`config.mk`:
```
export PLATFORM = sky130hd
export DESIGN_NAME = sercom_regblk
export DESIGN_NICKNAME = d
export VERILOG_FILES = /design/src/rtl/sercom_pkg.sv /design/src/rtl/sercom_ctl.sv /design/src/rtl/sercom_dp.sv /design/src/rtl/sercom_regblk.sv
export SDC_FILE = /design/constraint.sdc
export NUM_CORES = 1
export LEC_CHECK = 0
export BUFFER_PORTS_ARGS = -buffer_cell sky130_fd_sc_hd__clkbuf_2
export CAP_MARGIN = 5
export CELL_PAD_IN_SITES_DETAIL_PLACEMENT = 2
export CELL_PAD_IN_SITES_GLOBAL_PLACEMENT = 2
export CORE_UTILIZATION = 32
export DETAILED_ROUTE_END_ITERATION = 10
export HOLD_SLACK_MARGIN = 0.03
export MAX_ROUTING_LAYER = met4
export PLACE_DENSITY_LB_ADDON = 0.25
export SLEW_MARGIN = 20
export SYNTH_ARGS = -nofsm -noshare
export SYNTH_HDL_FRONTEND = slang
export SYNTH_SLANG_ARGS = --single-unit
export TNS_END_PERCENT = 50
```
`constraint.sdc`:
```
create_clock -name clk -period 2.13 [get_ports clk]
set_clock_uncertainty 0.05 [all_clocks]
set_input_delay 0.213 -clock clk [delete_from_list [all_inputs] [get_ports clk]]
set_output_delay 0.213 -clock clk [all_outputs]
set_load 0.005 [all_outputs]
```
`src/rtl/sercom_pkg.sv`:
```
package sercom_pkg;
  localparam logic [2:0] OFS_DATA = 3'd0;
  localparam logic [2:0] OFS_IEN  = 3'd1;
  localparam logic [2:0] OFS_IID  = 3'd2;
  localparam logic [2:0] OFS_LCTL = 3'd3;
  localparam logic [2:0] OFS_MCTL = 3'd4;
  localparam logic [2:0] OFS_LSTA = 3'd5;
  localparam logic [2:0] OFS_MSTA = 3'd6;
  localparam logic [2:0] OFS_SCR  = 3'd7;

  typedef enum logic [3:0] {
    IID_LINE = 4'h6,
    IID_RX   = 4'h4,
    IID_TX   = 4'h2,
    IID_MDM  = 4'h0,
    IID_NONE = 4'h1
  } iidCode_e;

  typedef struct packed {
    logic wrThr;
    logic wrIen;
    logic wrDivLo;
    logic wrDivHi;
    logic wrFifo;
    logic wrLctl;
    logic wrMctl;
    logic wrScr;
    logic rdRx;
    logic rdIid;
    logic rdLsta;
    logic rdMsta;
  } regStb_t;
endpackage

```
`src/rtl/sercom_ctl.sv`:
```
module sercom_ctl
  import sercom_pkg::*;
(
  input  logic [2:0] busAddr,
  input  logic       busWrEn,
  input  logic       busRdEn,
  input  logic       dlab,
  output regStb_t    stb
);
  logic rdOnly;
  assign rdOnly = busRdEn && !busWrEn;

  always_comb begin
    stb = '0;
    if (busWrEn) begin
      unique case (busAddr)
        OFS_DATA: if (dlab) stb.wrDivLo = 1'b1; else stb.wrThr = 1'b1;
        OFS_IEN:  if (dlab) stb.wrDivHi = 1'b1; else stb.wrIen = 1'b1;
        OFS_IID:  stb.wrFifo = 1'b1;
        OFS_LCTL: stb.wrLctl = 1'b1;
        OFS_MCTL: stb.wrMctl = 1'b1;
        OFS_SCR:  stb.wrScr  = 1'b1;
        default:  ;
      endcase
    end
    if (rdOnly) begin
      unique case (busAddr)
        OFS_DATA: stb.rdRx   = !dlab;
        OFS_IID:  stb.rdIid  = 1'b1;
        OFS_LSTA: stb.rdLsta = 1'b1;
        OFS_MSTA: stb.rdMsta = 1'b1;
        default:  ;
      endcase
    end
  end
endmodule

```
`src/rtl/sercom_dp.sv`:
```
module sercom_dp
  import sercom_pkg::*;
#(
  parameter int CNT_W = 5,
  parameter logic [15:0] DIV_INIT = 16'd12
) (
  input  logic             clk,
  input  logic             rstN,
  input  regStb_t          stb,
  input  logic [2:0]       busAddr,
  input  logic [7:0]       busWrData,
  output logic [7:0]       busRdData,
  input  logic [CNT_W-1:0] rxCount,
  input  logic [7:0]       rxData,
  input  logic             rxOverrun,
  input  logic             modemChg,
  output logic             irqOut,
  output logic             rxFlush,
  output logic             dlab,
  output logic             fifoEn,
  output logic             oeFlag,
  output logic             txPend,
  output logic [15:0]      divisor
);
  logic [3:0] ienQ;
  logic [7:0] lctlQ;
  logic [4:0] mctlQ;
  logic [7:0] scrQ;
  logic [7:0] divLoQ, divHiQ;
  logic       fifoEnQ, txPendQ, oeQ;
  logic       rxAvail;
  iidCode_e   iid;
  logic [7:0] iidByte, lstaByte;

  assign rxAvail = (rxCount != '0);

  always_comb begin
    if (oeQ && ienQ[2])            iid = IID_LINE;
    else if (rxAvail && ienQ[0])   iid = IID_RX;
    else if (txPendQ && ienQ[1])   iid = IID_TX;
    else if (modemChg && ienQ[3])  iid = IID_MDM;
    else                           iid = IID_NONE;
  end

  assign irqOut   = (iid != IID_NONE);
  assign iidByte  = {{2{fifoEnQ}}, 2'b00, iid};
  assign lstaByte = {1'b0, 2'b11, 3'b000, oeQ, rxAvail};
  assign rxFlush  = stb.wrFifo &&
                    ((busWrData[0] != fifoEnQ) || (busWrData[0] && busWrData[1]));

  always_ff @(posedge clk) begin
    if (!rstN) begin
      ienQ    <= '0;
      lctlQ   <= '0;
      mctlQ   <= '0;
      scrQ    <= '0;
      divLoQ  <= DIV_INIT[7:0];
      divHiQ  <= DIV_INIT[15:8];
      fifoEnQ <= 1'b0;
      txPendQ <= 1'b0;
      oeQ     <= 1'b0;
    end else begin
      if (stb.wrIen)   ienQ    <= busWrData[3:0];
      if (stb.wrLctl)  lctlQ   <= busWrData;
      if (stb.wrMctl)  mctlQ   <= busWrData[4:0];
      if (stb.wrScr)   scrQ    <= busWrData;
      if (stb.wrDivLo) divLoQ  <= busWrData;
      if (stb.wrDivHi) divHiQ  <= busWrData;
      if (stb.wrFifo)  fifoEnQ <= busWrData[0];
      if (stb.wrThr)
        txPendQ <= 1'b1;
      else if (stb.rdIid && iid == IID_TX)
        txPendQ <= 1'b0;
      if (rxOverrun)
        oeQ <= 1'b1;
      else if (stb.rdLsta)
        oeQ <= 1'b0;
    end
  end

  always_comb begin
    unique case (busAddr)
      OFS_DATA: busRdData = lctlQ[7] ? divLoQ : rxData;
      OFS_IEN:  busRdData = lctlQ[7] ? divHiQ : {4'b0000, ienQ};
      OFS_IID:  busRdData = iidByte;
      OFS_LCTL: busRdData = lctlQ;
      OFS_MCTL: busRdData = {3'b000, mctlQ};
      OFS_LSTA: busRdData = lstaByte;
      OFS_MSTA: busRdData = {7'b0, modemChg};
      default:  busRdData = scrQ;
    endcase
  end

  assign dlab    = lctlQ[7];
  assign fifoEn  = fifoEnQ;
  assign oeFlag  = oeQ;
  assign txPend  = txPendQ;
  assign divisor = {divHiQ, divLoQ};
endmodule

```
`src/rtl/sercom_regblk.sv`:
```
module sercom_regblk
  import sercom_pkg::*;
#(
  parameter int REF_CLK_HZ = 1843200,
  parameter int BAUD       = 9600,
  parameter int CNT_W      = 5
) (
  input  logic             clk,
  input  logic             rstN,
  input  logic [2:0]       busAddr,
  input  logic             busWrEn,
  input  logic             busRdEn,
  input  logic [7:0]       busWrData,
  output logic [7:0]       busRdData,
  input  logic [CNT_W-1:0] rxCount,
  input  logic [7:0]       rxData,
  input  logic             rxOverrun,
  input  logic             modemChg,
  output logic             irqOut,
  output logic             rxPop,
  output logic             txPush,
  output logic [7:0]       txData,
  output logic             rxFlush,
  output logic             mdmAck,
  output logic [15:0]      divisor
);
  localparam int DIV_CALC = REF_CLK_HZ / BAUD / 16;
  localparam logic [15:0] DIV_INIT = DIV_CALC[15:0];

  regStb_t stb;
  logic dlab, fifoEn, oeFlag, txPend;

  sercom_ctl u_ctl (
    .busAddr(busAddr), .busWrEn(busWrEn), .busRdEn(busRdEn),
    .dlab(dlab), .stb(stb)
  );

  sercom_dp #(.CNT_W(CNT_W), .DIV_INIT(DIV_INIT)) u_dp (
    .clk(clk), .rstN(rstN), .stb(stb), .busAddr(busAddr),
    .busWrData(busWrData), .busRdData(busRdData),
    .rxCount(rxCount), .rxData(rxData), .rxOverrun(rxOverrun),
    .modemChg(modemChg), .irqOut(irqOut), .rxFlush(rxFlush),
    .dlab(dlab), .fifoEn(fifoEn), .oeFlag(oeFlag), .txPend(txPend),
    .divisor(divisor)
  );

  assign rxPop  = stb.rdRx;
  assign txPush = stb.wrThr;
  assign txData = busWrData;
  assign mdmAck = stb.rdMsta;
endmodule

```
=== Word level (Yosys, flattened, before mapping) ===
Index checks and enable logic that the tools add are counted.

* Reductions and logical operators: 15
* Eq/ne operators: 10
* Mux-type cells: 26

{| class="wikitable"
|+ Operator list
! operator !! count
|-
| $pmux 8 s7 || 1
|-
| $mux 8 || 3
|-
| $mux 1 || 18
|-
| $mux 4 || 4
|-
| $eq 3x3->1 const B || 4
|-
| $logic_and 1x1->1 || 8
|-
| $eq 3x2->1 const B || 2
|-
| $reduce_bool 5->1 || 1
|-
| $eq 4x2->1 const B || 1
|-
| $ne 4x1->1 const B || 1
|-
| $reduce_bool 2->1 || 2
|-
| $eq 3x1->1 const B || 1
|-
| $logic_not 3->1 || 1
|-
| $logic_not 1->1 || 2
|-
| $logic_or 1x1->1 || 1
|-
| $ne 1x1->1 || 1
|}

* Input port bits: 30
* Register bits after elaboration: 44
* Logic and storage cells: 60

=== Depth between registers and ports, before layout ===
Gate-level depths: netlist of the first run.

* Depth in word-level cells: 9
* Gate-level depth with buffers: 7
* Gate-level depth less buffers: 4

=== Hierarchy ===
From an unflattened synthesis of the first run, not the netlist that was laid out.

* Cells, all modules: 266
* Area total of the unflattened synthesis: 2424.8 µm²

{| class="wikitable"
|+ Modules (own cells, without submodules)
! module !! cells each !! area each (µm²) !! instances
|-
| sercom_dp || 238 || 2243.4 || 1
|-
| sercom_ctl || 20 || 121.4 || 1
|-
| sercom_regblk || 8 || 60.1 || 1
|}

=== Worst setup path after synthesis of the first run ===
OpenSTA, ideal clock, no wires.

* Path kind: input to output
* Start point: input rxCount[1]
* End point: output busRdData[0]
* Buffers on the path: 0
* Path slack: 0.630 ns
* Cell stages on the path: 4
* Data arrival time: 1.237 ns
* Path through: or4_1 > o21ai_1 > nand3_1 > o22ai_1

* Word-level cells in the longest chain between the ends: 5

{| class="wikitable"
|+ Ends and longest elaborated chain
! what !! RTL line !! RTL
|-
| from (decl) || sercom_regblk.sv:15 || <nowiki>input logic [CNT_W-1:0] rxCount,</nowiki>
|-
| $reduce_bool 5->1 * || sercom_dp.sv:35 || <nowiki>assign rxAvail = (rxCount != '0);</nowiki>
|-
| $logic_and 1x1->1 || sercom_dp.sv:39 || <nowiki>else if (rxAvail && ienQ[0]) iid = IID_RX;</nowiki>
|-
| $mux 4 || sercom_dp.sv:39 ||
|-
| $mux 4 || sercom_dp.sv:38 || <nowiki>if (oeQ && ienQ[2]) iid = IID_LINE;</nowiki>
|-
| $pmux 8 s7 * || sercom_dp.sv:82 || <nowiki>unique case (busAddr)</nowiki>
|-
| to (decl) || sercom_regblk.sv:14 || <nowiki>output logic [7:0] busRdData,</nowiki>
|}

Every way passes the cells marked *; elsewhere a longest branch is shown, timed or not.

=== Worst setup path in the final report of the first run ===
* Start point: register u_dp.lctlQ[7]
* End point: output busRdData[0]

* Word-level cells in the longest chain between the ends: 2

{| class="wikitable"
|+ Ends and longest elaborated chain
! what !! RTL line !! RTL
|-
| from (decl) || sercom_dp.sv:26 || <nowiki>logic [7:0] lctlQ;</nowiki>
|-
| from (signal assigned) || sercom_dp.sv:64 || <nowiki>if (stb.wrLctl) lctlQ <= busWrData;</nowiki>
|-
| $mux 8, on equally long branches || sercom_dp.sv:84, sercom_dp.sv:83 ||
|-
| $pmux 8 s7 * || sercom_dp.sv:82 ||
|}

Marked as above.

==> parameters.txt, run 1 <==
Parameter                              Value

Yosys
  Proportion of synthesized area in mux cells ... 14.6%
  Unique masters post-synth ... 49
  Proportion of synthesized flip-flops having asynchronous set or reset ... 0%
  Top cell type's share of synthesized area ... 36.1%
  Average footprint of a synthesized cell ... ~8.6 um2
  Post-synthesis xor/xnor area fraction ... 0%
  Mapped Cells ... between 200 and 300
  Cells taking the most area after synthesis ... sky130_fd_sc_hd__dfxtp_1 (36%), sky130_fd_sc_hd__mux2i_1 (12%), sky130_fd_sc_hd__nand2_1 (7.5%)
  Most numerous cell in the Yosys netlist ... sky130_fd_sc_hd__nand2_1
  Number of enable-type register cells in the synthesized netlist ... 0
  Complex-gate fraction of the synthesized area ... around 17%
  Primary FF master, synth ... sky130_fd_sc_hd__dfxtp_1
  Synthesized-area fraction occupied by adder cells ... 0%
  Top post-synthesis cells by count ... sky130_fd_sc_hd__nand2_1 (49), sky130_fd_sc_hd__dfxtp_1 (44), sky130_fd_sc_hd__mux2i_1 (30), sky130_fd_sc_hd__nor2b_1 (26), sky130_fd_sc_hd__a21boi_0 (16)
  Yosys warnings ... 0
  Number of nets in the synthesized netlist ... 315
  Register bit count reported by yosys ... 44
  Combinational family with the most area after synthesis ... simple AND/OR/NAND/NOR gates
  Fraction of the mapped netlist area in simple logic gates ... 25.2%
  Register area share after synthesis ... 36.1%
  Biggest area consumer among synthesized cells ... sky130_fd_sc_hd__dfxtp_1
  Netlist area before placement ... ~2400 um2

Pwr
  Post-route total power ... 1.61 mW
  Reported leakage power ... approximately 1.2 nW
  Power density of the placed cells ... 555 nW/um2
  Largest vdd supply drop ... 0.240 mV

Routing
  # DRC ... 0
  Via Count ... 2,297
  Antenna-violating nets left ... 0
  Total wire length after detailed routing ... 8290 um
  Wirelength per Cell ... 18.9 um
  Router iterations before antenna repair ... 4
  Iteration-0 DRC Markers ... 78
  Via count normalized by instance count ... 5.23

Die
  FP Rows ... 31
  Die Outline Area ... 7970 um2
  Initial cell density of the core ... 33.4%
  Die height ... 89.3 um
  Placeable Area ... between 7000 and 8000 um2
  IO Pins ... 67
  Die Wd ... 89.3 um

STA
  Worst slew pin tran ... 0.773 ns
  Post-route clock period utilization ... 94.2%
  Max Freq ... 0.499 GHz
  Worst hold margin ... 0.0795 ns
  Setup repair after global routing missed its margin ... no
  Finish-stage setup viols ... 0
  Final slew viol count ... 0
  Fin Setup TNS ... 0 ns
  Worst slew margin relative to its limit ... between 40 and 50%
  Final worst setup slack ... 0.124 ns
  Endpoints failing hold ... 0
  Post-layout min period ... 2.01 ns

Worst setup path
  Depth of the worst register-to-register path ... 6
  Startpoint of the worst register-to-register path ... u_dp.lctlQ[7]
  Endpoint required time on the critical path ... 1.87 ns
  Critical path launch point type ... register
  Critical R2R Capture ... u_dp.divLoQ[2]
  Setup slack of the most critical reg-to-reg path ... 0.50 ns
  Path type of the worst setup path ... register to output port
  Category of the worst setup path capture point ... output port
  Largest driver fanout on the critical path ... 16
  Worst path arrival time ... ~1.7 ns

CTS
  Clock latency on the worst-skew pair ... 0.30 ns
  CTS buffer count ... 5
  Count of hold buffers inserted by post-cts repair ... 0
  Clock-pin slew on the worst setup and hold paths ... roughly 0.090 ns
  Depth of the CTS H-tree ... 2
  Number of setup buffers added after CTS ... 0
  Clock sink count ... 44
  Buffer levels on the longest clock path ... 2
  TritonCTS clock tree ... yes
  Root Buffer Master ... sky130_fd_sc_hd__clkbuf_8

Global routing
  Wire length of the first global-routing pass ... 13,000 um
  Overall global routing resource usage ... between 20% and 30%
  Pin count of the biggest net entering global routing ... 45
  Number of antenna violations at the first check in global routing ... 0
  Number of global-route vias before repair ... 2,388
  Total congestion overflow ... 0

Placed design
  DP HPWL ... approximately 6300 um
  # port buffers ... 66
  Worst slack after detailed placement ... about 0.19 ns
  Final RePlAce weighted congestion ... 0.767

Outcome
  Outcome ... finished, final reports clean

Job
  Max-Cap Viols ... 0

Min path
  Hold Crit Endpoint ... u_dp.oeFlag
  Count of cells along the worst hold path ... 2
  Launch instance of the worst min-delay path ... rxOverrun
  Class of the worst hold path ... primary input to register

Final layout
  Layout net count ... around 370
  Filler Cells Inserted ... 890
  Synth-to-layout area growth ... 19.1%
  Antenna cell count ... 0
  Layout cells sized above 1 ... 28.2%
[report_power, final]
| group | internal, mW | switching, mW | leakage (nW) |
|---|---|---|---|
| Combinational | 0.0966 | 0.138 | 0.803 |
| Clock | 0.229 | 0.303 | 0.0479 |
| Sequential | 0.835 | 0.0107 | 0.356 |
| Total | 1.16 | 0.452 | 1.21 |
[worst max-delay path by stage]
stage,slack (ns),start,cells after the start,end
2_1_floorplan,0.63,rxCount[1],4,busRdData[0]
3_3_place_gp,0.21,busAddr[0],7,busRdData[0]
3_5_place_dp,0.19,busAddr[0],7,busRdData[0]
4_1_cts,0.009,u_dp.lctlQ[7],6,busRdData[2]
5_1_grt,0.005,u_dp.lctlQ[7],6,busRdData[2]
6_report,0.12,u_dp.lctlQ[7],6,busRdData[0]
[state kept, by name (all words and copies together), names as in the netlist]
register and cells:
u_dp.txPend 1, u_dp.mctlQ 5, u_dp.lctlQ 8, u_dp.divHiQ 8, u_dp.divLoQ 8, u_dp.oeFlag 1, u_dp.ienQ 4, u_dp.scrQ 8
u_dp.fifoEn 1
[metal layers]
layer  routed length, um  up-vias  GRT usage, %
met5                   0        -             -
met4                 155        0          6.64
met3                 296       14          3.97
met2                4280       52          40.7
met1                3560     1133          27.2
li1                    -     1098             -
[kinds of logic (layout without fill, tap and decap cells)]
logic type	after synthesis	after routing
compound gates	60	60
buf+inv	30	85
flops	44	44
mux	34	34
simple gates	117	117
[area by class of cell]
type / count / area (um2) / area share, %
Multi-Input combinational cell: 211 / 1400 / 48.3
Inverter: 2 / 7.51 / 0.259
Clock inverter: 3 / 18.8 / 0.646
Timing Repair Buffer: 75 / 402 / 13.8
Tap cell: 99 / 124 / 4.27
Clock buffer: 5 / 68.8 / 2.37
Sequential cell: 44 / 881 / 30.3
[through the flow]
| step | std cells | cell area (um2) | utilization [%] |
|---|---|---|---|
| finish | 439 | 2900 | 39.8 |
| global route | 439 | 2900 | 39.8 |
| CTS | 439 | 2890 | 39.7 |
| detailed placement | 431 | 2800 | 38.4 |
| global placement | 431 | 2800 | 38.4 |
| floorplan | 285 | 2440 | - |
[placed cells by master, fill, tap and decap left out, drive strengths merged, types with 8 or more instances in the layout]
cell    instances
a21boi         18
a21oi           8
buf             9
clkbuf         71
dfxtp          44
mux2i          30
nand2          49
nor2           13
nor2b          26
o21ai           9
[critical path: stages (launching register included)]
cell and delay, ns:
sky130_fd_sc_hd__dfxtp_1 0.34, sky130_fd_sc_hd__buf_6 0.17, sky130_fd_sc_hd__nor4_2 0.42, sky130_fd_sc_hd__a32o_1 0.18
sky130_fd_sc_hd__a211oi_1 0.05, sky130_fd_sc_hd__o22ai_1 0.14, sky130_fd_sc_hd__clkbuf_2 0.14
[what timing repair did]
action	CTS	global route
resized for setup	1	2
endpoints found under the hold margin	0	0
endpoints found under the setup margin	1	4
(Power assumes the default switching activity.)
==> run 2, diff against run 1 <==
- BUFFER_PORTS_ARGS: -buffer_cell sky130_fd_sc_hd__clkbuf_2 -> default
- CORE_UTILIZATION: 32 -> 39
- DONT_BUFFER_PORTS: default -> 1
==> parameters.txt, run 2 (synthesis results as in run 1) <==
Parameter                              Value

STA
  Worst slew margin relative to its limit ... 61.0%
  Post-route clock period utilization ... between 90 and 100%
  Finish-stage setup viols ... 0
  Fin Setup TNS ... 0 ns
  Endpoints failing hold ... 0
  Setup repair after global routing missed its margin ... no
  Final worst setup slack ... 0.171 ns
  Worst slew pin tran ... 0.581 ns
  Post-layout min period ... 1.96 ns
  Final slew viol count ... 0
  Max Freq ... 0.510 GHz

Die
  Initial cell density of the core ... 40.7%
  Placeable Area ... 5990 um2
  Die height ... 81.1 um
  IO Pins ... 67
  Die Wd ... about 80 um
  FP Rows ... 28
  Die Outline Area ... 6570 um2

Final layout
  Leading cell type in the layout, fill and taps excluded ... sky130_fd_sc_hd__nand2_1
  Antenna cell count ... 0
  Layout net count ... just over 300
  Layout cells sized above 1 ... 8.60%
  Synth-to-layout area growth ... 8.16%
  Most used cells in the layout excluding fill and tap cells ... sky130_fd_sc_hd__nand2_1 (49), sky130_fd_sc_hd__dfxtp_1 (44), sky130_fd_sc_hd__mux2i_1 (30), sky130_fd_sc_hd__nor2b_1 (26), sky130_fd_sc_hd__a21boi_0 (16)

Global routing
  Wire length of the first global-routing pass ... 12,700 um
  Number of global-route vias before repair ... 2,246
  Overall global routing resource usage ... 27.9%
  Total congestion overflow ... 0
  Pin count of the biggest net entering global routing ... 45
  Number of antenna violations at the first check in global routing ... 0

Worst setup path
  Worst path arrival time ... between 1.5 and 2 ns
  Path type of the worst setup path ... register to output port
  Category of the worst setup path capture point ... output port
  Critical path launch point type ... register
  Largest driver fanout on the critical path ... 8
  Endpoint required time on the critical path ... about 1.9 ns

Job
  Max-Cap Viols ... 0

Placed design
  Final RePlAce weighted congestion ... 0.752
  # port buffers ... 0
  Worst slack after detailed placement ... ~0.4 ns
  DP HPWL ... 5500 um

CTS
  Buffer levels on the longest clock path ... 2
  Clock-pin slew on the worst setup and hold paths ... 0.10 ns
  Clock latency on the worst-skew pair ... roughly 0.32 ns
  Root Buffer Master ... sky130_fd_sc_hd__clkbuf_8
  TritonCTS clock tree ... yes
  Depth of the CTS H-tree ... 2
  CTS buffer count ... 5
  Clock sink count ... 44
  Number of setup buffers added after CTS ... 0

Min path
  Class of the worst hold path ... primary input to register

Routing
  Via count normalized by instance count ... 5.81
  Router iterations before antenna repair ... 4
  Total wire length after detailed routing ... between 8000 and 9000 um
  Via Count ... 2,057
  Iteration-0 DRC Markers ... 77
  Wirelength per Cell ... 23.0 um
  # DRC ... 0
  Antenna-violating nets left ... 0

Pwr
  Largest vdd supply drop ... approximately 0.38 mV
  Reported leakage power ... 0.948 nW
  Power density of the placed cells ... 643 nW/um2

Outcome
  Outcome ... finished, final reports clean
==> run 2: cell types whose count changed in the layout (fill, tap and decap cells not counted), sizes merged <==
cell         previous run  this run
clkbuf                 71         5
dlygate4sd3             0        10
buf                     9         4
clkinv                  3         0
bufinv                  0         1
clkinvlp                0         1
inv                     2         3
==> run 2: critical path, cell delays in order (launching register included) <==
cell                       delay (ns)
sky130_fd_sc_hd__dfxtp_1         0.40
sky130_fd_sc_hd__buf_4           0.20
sky130_fd_sc_hd__nor3b_1         0.09
sky130_fd_sc_hd__a221o_1         0.30
sky130_fd_sc_hd__a211oi_1        0.25
sky130_fd_sc_hd__o22ai_1         0.13
==> run 2: final timing paths <==
check                           cells past startpoint     startpoint             end  slack, ns
worst max-delay path                                5  u_dp.lctlQ[7]    busRdData[0]       0.17
worst min-delay path                                2   busWrData[1]    u_dp.scrQ[1]       0.02
worst max register to register                      4  u_dp.lctlQ[7]  u_dp.divLoQ[3]       0.44
worst min register to register                      2   u_dp.scrQ[5]    u_dp.scrQ[5]       0.41
==> run 2: what timing repair did <==
action                     4_1_cts  5_1_grt
setup endpoints to repair        0        1
gates resized for setup          0        1
hold endpoints to repair        44        0
hold buffers                    11        0
==> run 2: per-layer routing <==
layer,vias to the layer above,part of all wire (%),GRT usage [%]
met5,-,0,-
met4,0,1.3,6.61
met3,11,5.5,7.19
met2,49,51,49.7
met1,1017,42,30.9
li1,980,-,-
==> run 2: per-stage QoR <==
stage	utilization, %	instances	power (mW)	hold slack, ns	area (um2)
2_1_floorplan	-	285	1.00	0.287	2440
3_3_place_gp	40.0	335	0.979	0.234	2390
3_5_place_dp	40.0	335	0.983	0.245	2390
4_1_cts	43.9	354	1.71	0.0301	2630
5_1_grt	44.0	354	1.74	0.0474	2640
6_report	44.0	354	1.70	0.0226	2640
==> run 2: layout make-up <==
class                           count  area, um2
Clock buffer                        5       68.8
Timing Repair Buffer               14        143
Sequential cell                    44        881
Fill cell                         678       3350
Clock inverter                      3       46.3
Tap cell                           75       93.8
Inverter                            2       7.51
Multi-Input combinational cell    211       1400
==> run 2: where the power goes <==
part	total [mW]	internal [mW]	leakage, nW	switching, mW
Clock	0.692	0.354	0.0548	0.338
Combinational	0.159	0.0755	0.538	0.0834
Sequential	0.845	0.835	0.356	0.0100
==> run 3, diff against run 2 <==
- REMOVE_ABC_BUFFERS: default -> 1
==> parameters.txt, run 3 (synthesis results as in run 1) <==
Parameter                              Value

Outcome
  Outcome ... finished, final reports clean

Pwr
  Largest vdd supply drop ... roughly 0.36 mV
  Internal power ... about 1.3 mW
  Power density of the placed cells ... about 650 nW/um2
  Switching Fraction ... 23.1%
  Net Switching ... 0.397 mW
  Reported leakage power ... approximately 0.96 nW
  Sequential power share ... 49.1%
  Post-route total power ... roughly 1.7 mW
  Clk network pwr share ... approximately two fifths
  Combinational cell fraction of total power ... 9.1%

STA
  Fin Setup TNS ... 0 ns
  Post-route clock period utilization ... 93.8%
  Setup repair after global routing missed its margin ... no
  Worst hold margin ... 0.0345 ns
  Worst slew pin tran ... ~0.6 ns
  Endpoints failing hold ... 0
  Finish-stage setup viols ... 0
  Post-layout min period ... 2.00 ns
  Worst slew margin relative to its limit ... 60.9%
  Final worst setup slack ... 0.131 ns
  Max Freq ... approximately 0.5 GHz
  Final slew viol count ... 0

Routing
  Total wire length after detailed routing ... slightly above 8000 um
  Router iterations before antenna repair ... 4
  Via Count ... about 2,100
  # DRC ... 0
  Wirelength per Cell ... approximately 23 um
  Via count normalized by instance count ... 5.97
  Antenna-violating nets left ... 0
  Iteration-0 DRC Markers ... 60

Global routing
  Wire length of the first global-routing pass ... 12,600 um
  Pin count of the biggest net entering global routing ... 45
  Number of global-route vias before repair ... 2,252
  Total congestion overflow ... 0
  Number of antenna violations at the first check in global routing ... 0
  Overall global routing resource usage ... 27.2%

Final layout
  Filler Cells Inserted ... 677
  Layout cells sized above 1 ... 8.54%
  Antenna cell count ... 0
  Leading cell type in the layout, fill and taps excluded ... sky130_fd_sc_hd__nand2_1
  Layout net count ... 310
  Final cell utilization of the core ... 44.4%
  Synth-to-layout area growth ... 9.09%
  Final non-filler cell area ... approximately 2700 um2
  Most used cells in the layout excluding fill and tap cells ... sky130_fd_sc_hd__nand2_1 (49), sky130_fd_sc_hd__dfxtp_1 (44), sky130_fd_sc_hd__mux2i_1 (30), sky130_fd_sc_hd__nor2b_1 (26), sky130_fd_sc_hd__a21boi_0 (16)
  Post-Layout Cell Count ... between 300 and 400

CTS
  Clock latency on the worst-skew pair ... about 0.3 ns
  TritonCTS clock tree ... yes
  Root Buffer Master ... sky130_fd_sc_hd__clkbuf_8
  Clock sink count ... 44
  Depth of the CTS H-tree ... 2
  Total of cells resized after clock tree synthesis ... 0
  CTS buffer count ... 5
  Buffer levels on the longest clock path ... 2
  Clock-pin slew on the worst setup and hold paths ... 0.09 ns

Placed design
  Number of placed instances with taps included ... 336
  Placed inst area ... ~2400 um2
  Worst slack after detailed placement ... between 0.4 and 0.5 ns
  # port buffers ... 0
  Final RePlAce weighted congestion ... between 0.7 and 0.8
  DP HPWL ... 5320 um

Worst setup path
  Largest driver fanout on the critical path ... 9
  Category of the worst setup path capture point ... register
  Setup slack of the most critical reg-to-reg path ... 0.13 ns
  Endpoint required time on the critical path ... 2.28 ns
  Critical path launch point type ... register
  Path type of the worst setup path ... register to register
  Worst path arrival time ... between 2 and 2.5 ns

Die
  FP Rows ... 28
  Die Outline Area ... 6570 um2
  Die height ... about 81 um
  Die Wd ... 81.1 um
  Initial cell density of the core ... 40.7%
  Placeable Area ... approximately 6000 um2
  IO Pins ... 67

Min path
  Class of the worst hold path ... primary input to register

Job
  Max-Cap Viols ... 0
-- run 3: path summary, 6_finish.rpt --
check	startpoint	cells after the start	to
worst min-delay path	busWrData[4]	2	u_dp.divLoQ[4]
worst max-delay path	u_dp.lctlQ[7]	5	u_dp.divLoQ[2]
worst min register to register	u_dp.scrQ[7]	2	u_dp.scrQ[7]
worst max register to register	u_dp.lctlQ[7]	5	u_dp.divLoQ[2]
-- run 3: final cells by class --
| cell class | instances | area, um2 | share of cell area (%) |
|---|---|---|---|
| Clock buffer | 7 | 96.3 | 3.62 |
| Clock inverter | 1 | 30.0 | 1.13 |
| Inverter | 2 | 7.51 | 0.282 |
| Multi-Input combinational cell | 211 | 1390 | 52.3 |
| Sequential cell | 44 | 881 | 33.1 |
| Tap cell | 75 | 93.8 | 3.53 |
| Timing Repair Buffer | 16 | 160 | 6.02 |
-- run 3: what timing repair did --
item                                    4_1_cts  5_1_grt
endpoints found under the setup margin        0        0
hold endpoints to repair                     44        0
buffers inserted                              0        0
hold buffers                                 12        0
-- run 3: power groups by stage --
| stage | Sequential [mW] | Clock (mW) | Combinational [mW] |
|---|---|---|---|
| 6_report | 0.845 | 0.720 | 0.157 |
| 4_1_cts | 0.845 | 0.741 | 0.158 |
| 3_5_place_dp | 0.864 | 0 | 0.120 |
| 5_1_grt | 0.847 | 0.763 | 0.171 |
| 2_1_floorplan | 0.862 | 0 | 0.0913 |
| 3_3_place_gp | 0.864 | 0 | 0.116 |
-- run 3: worst max-delay path, stage by stage, from the launching register on --
cell and delay [ns]:
sky130_fd_sc_hd__dfxtp_1 0.47, sky130_fd_sc_hd__buf_4 0.22, sky130_fd_sc_hd__and4b_1 0.30, sky130_fd_sc_hd__mux2i_1 0.24
sky130_fd_sc_hd__nand2_1 0.07, sky130_fd_sc_hd__dlygate4sd3_1 0.55
-- run 3: metal layers --
| metal | part of all wire (%) | track usage [%] | vias to the layer above |
|---|---|---|---|
| met1 | 44 | 33.0 | 1078 |
| met5 | 0 | - | - |
| met2 | 50 | 46.5 | 60 |
| li1 | - | - | 981 |
| met4 | 0.91 | 5.71 | 0 |
| met3 | 5.3 | 5.62 | 8 |
